**config.mk**
```make
export PLATFORM = sky130hd
export DESIGN_NAME = eag_unit
export DESIGN_NICKNAME = d
export VERILOG_FILES = /design/src/rtl/eag_pkg.sv /design/src/rtl/eag_ptr_path.sv /design/src/rtl/eag_rel_path.sv /design/src/rtl/eag_abs_seq.sv /design/src/rtl/eag_unit.sv
export SDC_FILE = /design/constraint.sdc
export NUM_CORES = 1
export LEC_CHECK = 0
export ABC_AREA = 1
export CAP_MARGIN = 20
export CORE_AREA = 2 2 122 124
export CTS_CLUSTER_DIAMETER = 120
export DETAILED_ROUTE_END_ITERATION = 12
export DIE_AREA = 0 0 124 126
export PLACE_DENSITY = 0.75
export SYNTH_ARGS = -nofsm -noshare
export SYNTH_HDL_FRONTEND = slang
export SYNTH_HIERARCHICAL = 1
export SYNTH_SLANG_ARGS = --single-unit
```
**constraint.sdc**
```tcl
create_clock -name clk -period 2.55 [get_ports clk]
set_input_delay 0.6375 -clock clk [delete_from_list [all_inputs] [get_ports clk]]
set_output_delay 0.6375 -clock clk [all_outputs]
set_load 0.01 [all_outputs]
```
**src/rtl/eag_pkg.sv**
```systemverilog
package eag_pkg;
    typedef enum logic [2:0] {
        M_IMM  = 3'd0,
        M_REG  = 3'd1,
        M_ABS  = 3'd2,
        M_IND  = 3'd3,
        M_DISP = 3'd4,
        M_INC  = 3'd5,
        M_DEC  = 3'd6,
        M_REL  = 3'd7
    } mode_e;
endpackage

```
**src/rtl/eag_ptr_path.sv**
```systemverilog
module eag_ptr_path
    import eag_pkg::*;
#(
    parameter int AW        = 16,
    parameter int DISP_W    = 6,
    parameter int NPAIR     = 3,
    parameter int PAIR_BASE = 26
) (
    input  mode_e                     mode,
    input  logic [1:0]                sel,
    input  logic [NPAIR-1:0][AW-1:0]  ptrs,
    input  logic [DISP_W-1:0]         disp,
    output logic [AW-1:0]             addr,
    output logic [AW-1:0]             wb_data,
    output logic                      wb_en,
    output logic [4:0]                lo_idx
);
    localparam int SEL_MAX = NPAIR - 1;

    logic [1:0]    sel_c;
    logic [AW-1:0] base;
    logic [AW-1:0] base_inc;
    logic [AW-1:0] base_dec;
    logic [AW-1:0] base_off;

    // Select codes beyond the last pair fold onto the last pair
    always_comb begin
        if (int'(sel) > SEL_MAX) sel_c = 2'(SEL_MAX);
        else                     sel_c = sel;
    end

    always_comb begin
        base = '0;
        for (int i = 0; i < NPAIR; i++) begin
            if (sel_c == 2'(i)) base = ptrs[i];
        end
    end

    assign lo_idx   = 5'(PAIR_BASE) + {2'b00, sel_c, 1'b0};
    assign base_inc = base + AW'(1);
    assign base_dec = base - AW'(1);
    assign base_off = base + {{(AW-DISP_W){1'b0}}, disp};

    always_comb begin
        addr    = base;
        wb_data = base;
        wb_en   = 1'b0;
        case (mode)
            M_DISP: addr = base_off;
            M_INC: begin
                wb_data = base_inc;
                wb_en   = 1'b1;
            end
            M_DEC: begin
                addr    = base_dec;
                wb_data = base_dec;
                wb_en   = 1'b1;
            end
            default: ;
        endcase
    end
endmodule

```
**src/rtl/eag_rel_path.sv**
```systemverilog
module eag_rel_path #(
    parameter int AW    = 16,
    parameter int OFF_W = 12
) (
    input  logic [AW-1:0]    pc,
    input  logic [OFF_W-1:0] off,
    output logic [AW-1:0]    target
);
    logic [AW-1:0] off_sx;

    assign off_sx = {{(AW-OFF_W){off[OFF_W-1]}}, off};
    assign target = pc + AW'(1) + off_sx;
endmodule

```
**src/rtl/eag_abs_seq.sv**
```systemverilog
module eag_abs_seq #(
    parameter int AW = 16
) (
    input  logic          clk,
    input  logic          rst_n,
    input  logic          start,
    input  logic [4:0]    rd_in,
    input  logic          word2_valid,
    input  logic [AW-1:0] word2,
    output logic          busy,
    output logic          fire,
    output logic [AW-1:0] addr,
    output logic [4:0]    rd_held
);
    typedef struct packed {
        logic       busy;
        logic [4:0] rd;
    } st_t;

    st_t st_d, st_q;

    always_comb begin
        st_d = st_q;
        if (st_q.busy && word2_valid) begin
            st_d.busy = 1'b0;
            st_d.rd   = '0;
        end else if (start) begin
            st_d.busy = 1'b1;
            st_d.rd   = rd_in;
        end
    end

    always_ff @(posedge clk) begin
        if (!rst_n) st_q <= '0;
        else        st_q <= st_d;
    end

    assign busy    = st_q.busy;
    assign fire    = st_q.busy & word2_valid;
    assign addr    = word2;
    assign rd_held = st_q.rd;

    // a start always leads to the waiting state
    a_r7_start_busy: assert property (@(posedge clk) disable iff (!rst_n)
        start |=> busy);
    // the second word ends the wait
    a_r7_word_clears: assert property (@(posedge clk) disable iff (!rst_n)
        (busy && word2_valid) |=> !busy);
    // the wait is not entered without a start
    a_r11_idle_stays: assert property (@(posedge clk) disable iff (!rst_n)
        (!busy && !start) |=> !busy);
endmodule

```
**src/rtl/eag_unit.sv**
```systemverilog
module eag_unit
    import eag_pkg::*;
#(
    parameter int AW     = 16,
    parameter int DW     = 8,
    parameter int DISP_W = 6,
    parameter int OFF_W  = 12
) (
    input  logic          clk,
    input  logic          rst_n,
    input  logic          instr_valid,
    input  logic [2:0]    mode,
    input  logic [1:0]    ptr_sel,
    input  logic [4:0]    rd_field,
    input  logic [4:0]    rs_field,
    input  logic [11:0]   lit,
    input  logic [15:0]   pc,
    input  logic          word2_valid,
    input  logic [15:0]   word2,
    input  logic [15:0]   ptr_x,
    input  logic [15:0]   ptr_y,
    input  logic [15:0]   ptr_z,
    output logic [7:0]    operand,
    output logic          operand_valid,
    output logic [4:0]    dst_idx,
    output logic          rf_rd_en,
    output logic [4:0]    rf_rd_idx,
    output logic          mem_req,
    output logic [15:0]   mem_addr,
    output logic          ptr_we,
    output logic [4:0]    ptr_idx,
    output logic [15:0]   ptr_wdata,
    output logic          pc_load,
    output logic [15:0]   pc_next,
    output logic          busy
);
    localparam int NPAIR  = 3;
    localparam int HI_REG = 16;

    typedef struct packed {
        logic [DW-1:0] operand;
        logic          op_valid;
        logic [4:0]    dst;
        logic          rf_rd_en;
        logic [4:0]    rf_rd_idx;
        logic          mem_req;
        logic [AW-1:0] mem_addr;
        logic          ptr_we;
        logic [4:0]    ptr_idx;
        logic [AW-1:0] ptr_wdata;
        logic          pc_load;
        logic [AW-1:0] pc_next;
    } out_t;

    out_t out_d, out_q;

    mode_e                    mode_c;
    logic                     accept;
    logic                     abs_start;
    logic                     abs_busy;
    logic                     abs_fire;
    logic [AW-1:0]            abs_addr;
    logic [4:0]               abs_rd;
    logic [NPAIR-1:0][AW-1:0] ptrs;
    logic [AW-1:0]            pp_addr;
    logic [AW-1:0]            pp_wb;
    logic                     pp_we;
    logic [4:0]               pp_idx;
    logic [AW-1:0]            rel_target;

    assign mode_c    = mode_e'(mode);
    assign accept    = instr_valid & ~abs_busy;
    assign abs_start = accept & (mode_c == M_ABS);
    assign ptrs      = {ptr_z, ptr_y, ptr_x};

    eag_ptr_path #(
        .AW(AW), .DISP_W(DISP_W), .NPAIR(NPAIR), .PAIR_BASE(26)
    ) u_ptr (
        .mode    (mode_c),
        .sel     (ptr_sel),
        .ptrs    (ptrs),
        .disp    (lit[DISP_W-1:0]),
        .addr    (pp_addr),
        .wb_data (pp_wb),
        .wb_en   (pp_we),
        .lo_idx  (pp_idx)
    );

    eag_rel_path #(.AW(AW), .OFF_W(OFF_W)) u_rel (
        .pc     (pc),
        .off    (lit[OFF_W-1:0]),
        .target (rel_target)
    );

    eag_abs_seq #(.AW(AW)) u_abs (
        .clk         (clk),
        .rst_n       (rst_n),
        .start       (abs_start),
        .rd_in       (rd_field),
        .word2_valid (word2_valid),
        .word2       (word2),
        .busy        (abs_busy),
        .fire        (abs_fire),
        .addr        (abs_addr),
        .rd_held     (abs_rd)
    );

    always_comb begin
        out_d = '0;
        if (abs_fire) begin
            out_d.mem_req  = 1'b1;
            out_d.mem_addr = abs_addr;
            out_d.dst      = abs_rd;
        end else if (accept) begin
            case (mode_c)
                M_IMM: begin
                    out_d.operand  = lit[DW-1:0];
                    out_d.op_valid = 1'b1;
                    out_d.dst      = 5'(HI_REG) + {1'b0, rd_field[3:0]};
                end
                M_REG: begin
                    out_d.rf_rd_en  = 1'b1;
                    out_d.rf_rd_idx = rs_field;
                    out_d.dst       = rd_field;
                end
                M_IND, M_DISP, M_INC, M_DEC: begin
                    out_d.mem_req   = 1'b1;
                    out_d.mem_addr  = pp_addr;
                    out_d.dst       = rd_field;
                    out_d.ptr_we    = pp_we;
                    out_d.ptr_idx   = pp_idx;
                    out_d.ptr_wdata = pp_wb;
                end
                M_REL: begin
                    out_d.pc_load = 1'b1;
                    out_d.pc_next = rel_target;
                end
                default: ;
            endcase
        end
    end

    always_ff @(posedge clk) begin
        if (!rst_n) out_q <= '0;
        else        out_q <= out_d;
    end

    assign operand       = out_q.operand;
    assign operand_valid = out_q.op_valid;
    assign dst_idx       = out_q.dst;
    assign rf_rd_en      = out_q.rf_rd_en;
    assign rf_rd_idx     = out_q.rf_rd_idx;
    assign mem_req       = out_q.mem_req;
    assign mem_addr      = out_q.mem_addr;
    assign ptr_we        = out_q.ptr_we;
    assign ptr_idx       = out_q.ptr_idx;
    assign ptr_wdata     = out_q.ptr_wdata;
    assign pc_load       = out_q.pc_load;
    assign pc_next       = out_q.pc_next;
    assign busy          = abs_busy;

    // one kind of result per cycle
    a_r11_one_kind: assert property (@(posedge clk) disable iff (!rst_n)
        $onehot0({mem_req, operand_valid, pc_load, rf_rd_en}));
    // write-back travels with its access
    a_r5_wb_with_req: assert property (@(posedge clk) disable iff (!rst_n)
        ptr_we |-> mem_req);
    // no request while waiting for the second word
    a_r7_busy_no_req: assert property (@(posedge clk) disable iff (!rst_n)
        busy |-> !mem_req);
    // instructions offered while waiting leave no trace
    a_r9_busy_ignore: assert property (@(posedge clk) disable iff (!rst_n)
        (busy && !word2_valid) |=> !(mem_req || operand_valid || pc_load || rf_rd_en));
    // immediate loads reach only the upper register half
    a_r1_imm_high: assert property (@(posedge clk) disable iff (!rst_n)
        operand_valid |-> dst_idx[4]);
    // write-back differs from the address by at most one step
    a_r6_wb_near_addr: assert property (@(posedge clk) disable iff (!rst_n)
        ptr_we |-> ((ptr_wdata == mem_addr) || (ptr_wdata == mem_addr + 16'd1)));
endmodule

```
==> results summary <==
The number of levels the H-tree was split into came out at 3. The leading register cell type out of synthesis is dfxtp_1. The tightest min-delay check is of the flop to flop type. Power spread over the standard cell area amounts to between 400 and 500 mW/mm^2.

After clock tree synthesis, the clock-pin slew on the worst setup and hold paths is ~0.07 ns. The startpoint identified for the worst register-to-register timing path is u_abs/busy. The adder and majority cell fraction of the synthesized area is 0.0512. For the worst flop-to-flop path, the logic depth is 5. The hold path depth came out at 2. The critical setup path kind is input port to flop. The xor and xnor fraction of the mapped netlist area came out at 0.0131. The endpoint of the lowest-slack register-to-register path is operand[0]. The maximum ir drop on the vdd rail came out at 0.354 mV. The analysis attributes to net switching a power of 1.24 mW. Counting both buffers and inverters, the worst setup path holds a total of 2. The number of buffers on the longest clock path is 2. Clock tree synthesis inserted a total of 9 buffers.

In this run the core area contains between 40 and 50 standard-cell rows. The global-route wire length before repair is about 29,000 um. For this run, the register share of the synthesized area comes to 0.273.

The wire length reported by the detailed router came out at 18,000 um. The detailed-route via count came out at about 6,500. The fraction of power consumed by combinational cells came out at 0.321. The number of top-level design ports is 188. The share of power burned in the clock network is 0.343. The cell type with the largest total area after synthesis is dfxtp_1.

The number of design-rule violations left by the first detailed-router iteration came out at between 400 and 500. Setup repair after global routing left no endpoint under its margin. The worst setup path is captured at a flop. TritonCTS built the clock tree. For this run, the total global-route usage over all layers was measured as 0.236. Yosys printed 6 warnings.

The slowest cell on the critical path is clkdlybuf4s50_1. The post-synthesis instance total is between 900 and 1,000. The share of async-settable or async-resettable flops after synthesis is 0.

The top achievable clock speed is 0.427 GHz. The aggregate global routing overflow is 0. The root buffer cell chosen for the clock tree is clkbuf_16. The startpoint identified for the worst hold timing path is u_abs/rd_held[1]. At the worst endpoint, the required time is ~2.8 ns.

The placer congestion estimate is about 0.96. The width of the die came out at between 100 and 150 um. The maximum cell stage delay along the critical path came out at 0.46 ns. For this configuration, the core starts out at a cell density of 0.420.

Detailed placement finished with a half-perimeter wire length of 14,700 um. After synthesis, the largest family of logic cells by area is simple AND/OR/NAND/NOR gates. Counting flops and latches in the post-synthesis netlist gives 82. Dividing the final minimum period by the clock period gives 0.919. The worst setup slack before clock tree synthesis came out at -0.567 ns.

In this run the tool buffered the top-level ports with ~190 buffer cells. The flow ran to the end, and the final reports show no timing, DRC or antenna violations. The via count of the first global-routing pass came to just over 6,000.

The max-cap violation count came out at 0. The post-detailed-route wirelength per cell came out at about 13 um. The smallest clock period supported by the final layout is computed as roughly 2.3 ns. The area share of the largest cell type after synthesis is 0.273. From bottom edge to top edge, the die measures roughly 130 um. The setup-violating endpoint count in the final report is 0. The number of clock sinks seen by CTS is 82. The final critical-path setup slack is 0.206 ns. The worst hold path terminates at u_abs/rd_held[1].

The cell area after technology mapping came out at roughly 0.0060 sq mm. The average via count per standard cell is about 4.7. Entering global routing, the biggest net connects 18 pins. Clock skew on the completed layout was measured at 0.00799 ns. Buffers inserted to repair hold after CTS numbered 0. Measured against the total synthesized area, the mux share comes to 0.

The average cell area after synthesis came out at 6.44 sq um. The die area is 0.0156 sq mm. The total leakage power came out at approximately 4.4 nW.

The critical path startpoint is ptr_x[4]. The smallest hold slack is around 0.46 ns. The arrival time of the worst setup path is 2.58 ns. The total power draw is between 3 and 4 mW. In this run, synthesis inferred 0 flip-flops with an integrated enable.

The initial antenna violation count was 0. The library cell used most frequently in the layout, excluding fill and tap cells, is nand2_1. The clock insertion delay at the later pin of the skew report is 0.34 ns. 0 antenna diodes ended up in the layout. The internal power of the cells totals 2.70 mW. The share of total power consumed by net switching is 0.314.

The count of nets left with antenna violations after detail routing is 0. The area of the placeable core is approximately 0.014 sq mm. The largest fanout on the critical path is 4.

STA classifies the critical path startpoint as an input port. The count of cell types in the netlist came out at between 40 and 50. The fraction of layout instances using a drive strength above 1 came out at 0.162.

After synthesis, the cell types taking the most area are dfxtp_1 27%, nand2_1 17%, inv_1 9.6%, nand3_1 8.1%, nor2_1 5.2%. The share of the synthesized area in compound gates (AO/OA/AOI/OAI) is 0.0733. The part of the power in registers came out at 0.336.

In the layout the commonest cells are 276 x nand2_1, 185 x clkdlybuf4s50_1, 153 x inv_1. Of the total synthesized cell area, the portion taken by AND, OR, NAND and NOR gates is 0.440. The final-report hold violation count was 0. The number of detailed-routing iterations run before antenna repair is 5.

The largest delay contributor family on the critical path is simple AND/OR/NAND/NOR gates. The critical path goes through clkdlybuf4s50_1 -> nand2_4 -> nand3_4 -> ha_4 -> inv_1 -> nor3_1 -> nand2_1 -> nand2_2 -> nand2_2 -> nor2_1 -> nand2_1 -> nand3_1 -> nand3_1 -> nand3_1 -> nand2_1. The growth of design area from synthesis to finish came out at 48.8%. The count of pins over their slew limit is 0. For this run, design rule violations remaining after detail routing come to 0. The layout net count came out at ~1,300.

The minimum setup slack among reg-to-reg paths came out at around 1.1 ns.
-- sequential cells by signal, indices dropped and copies added, names as in the netlist, 5 cells and up --
register and flops:
dst_idx 5, mem_addr 16, operand 8, pc_next 16, ptr_idx 5, ptr_wdata 16, rf_rd_idx 5, u_abs/rd_held 5
-- worst reg2reg max path, stage by stage (launching register included) --
cell and delay [ns]:
dfxtp_1 0.33, nand2_1 0.08, inv_1 0.16, nor3_4 0.37, nand3_2 0.29, nor2_1 0.17
-- power groups by stage --
stage	Combinational (mW)	Clock [mW]	Sequential [mW]
6_report	1.27	1.35	1.32
5_1_grt	1.40	1.45	1.33
4_1_cts	1.26	1.39	1.32
3_5_place_dp	1.22	0	1.35
3_3_place_gp	1.21	0	1.35
2_1_floorplan	0.673	0	1.37
-- routing by layer --
metal	vias up	routed length, um	GRT usage
met2	225	8820	0.411
met3	34	1110	0.0534
li1	3396	-	-
met1	2853	7580	0.282
met4	0	497	0.0813
met5	-	0	0
-- logic make-up after synthesis --
| logic type | count (synthesis) |
|---|---|
| fa+ha+maj | 24 |
| buf+inv | 197 |
| simple gates | 540 |
| other cells | 2 |
| compound gates | 79 |
| xor+xnor | 9 |
| flops | 82 |
-- how the worst max path moves through the flow --
stage          cells past startpoint           end
2_1_floorplan                     17  mem_addr[12]
3_3_place_gp                      15   mem_addr[8]
3_5_place_dp                      15   mem_addr[8]
4_1_cts                           16   mem_addr[9]
5_1_grt                           17   mem_addr[4]
6_report                          15  mem_addr[12]
-- area by class of cell --
cell class | instances | area [sq um]
clock buffers | 10 | 239
inverters | 161 | 604
repair buffers | 278 | 2590
clock inverters | 6 | 73.8
fillers | 1335 | 5370
flip-flops and latches | 82 | 1640
well taps | 184 | 230
multi-input cells | 655 | 3570
-- synth_stat cells (2+ instances only) --
master and number:
nand2_1 279, inv_1 153, nand3_1 97, nor2_1 83
dfxtp_1 82, a21oi_1 35, ha_1 23, buf_4 21
o21ai_0 21, nor2_4 16, o211ai_1 10, nand3_2 9
inv_2 7, nand2_2 7, nand2_4 7, nand3_4 7
nand4_1 7, nor2_2 7, xor2_1 7, buf_2 6
nor3_1 6, buf_6 5, o21ai_1 4, nor3_2 3
nor3_4 3, a31oi_1 2, clkbuf_1 2, conb_1 2
nand3b_1 2, nor2_8 2, xnor2_1 2
-- stage by stage --
| stage | area (sq um) | util | TNS (ns) | instances |
|---|---|---|---|---|
| final | 8950 | 0.625 | 0 | 1376 |
| after global routing | 8950 | 0.625 | 0 | 1376 |
| after CTS | 8930 | 0.624 | 0 | 1374 |
| after detailed placement | 8500 | 0.594 | -12.24 | 1357 |
| after global placement | 8500 | 0.594 | -10.78 | 1357 |
| after floorplan | 6020 | - | 0 | 934 |
-- repair_timing --
item | CTS | global route
resized for setup | 14 | 8
setup endpoints to repair | 23 | 15
gates cloned | 1 | 0
pin swaps | 4 | 1
setup buffers | 0 | 2
(Power assumes the default switching activity.)
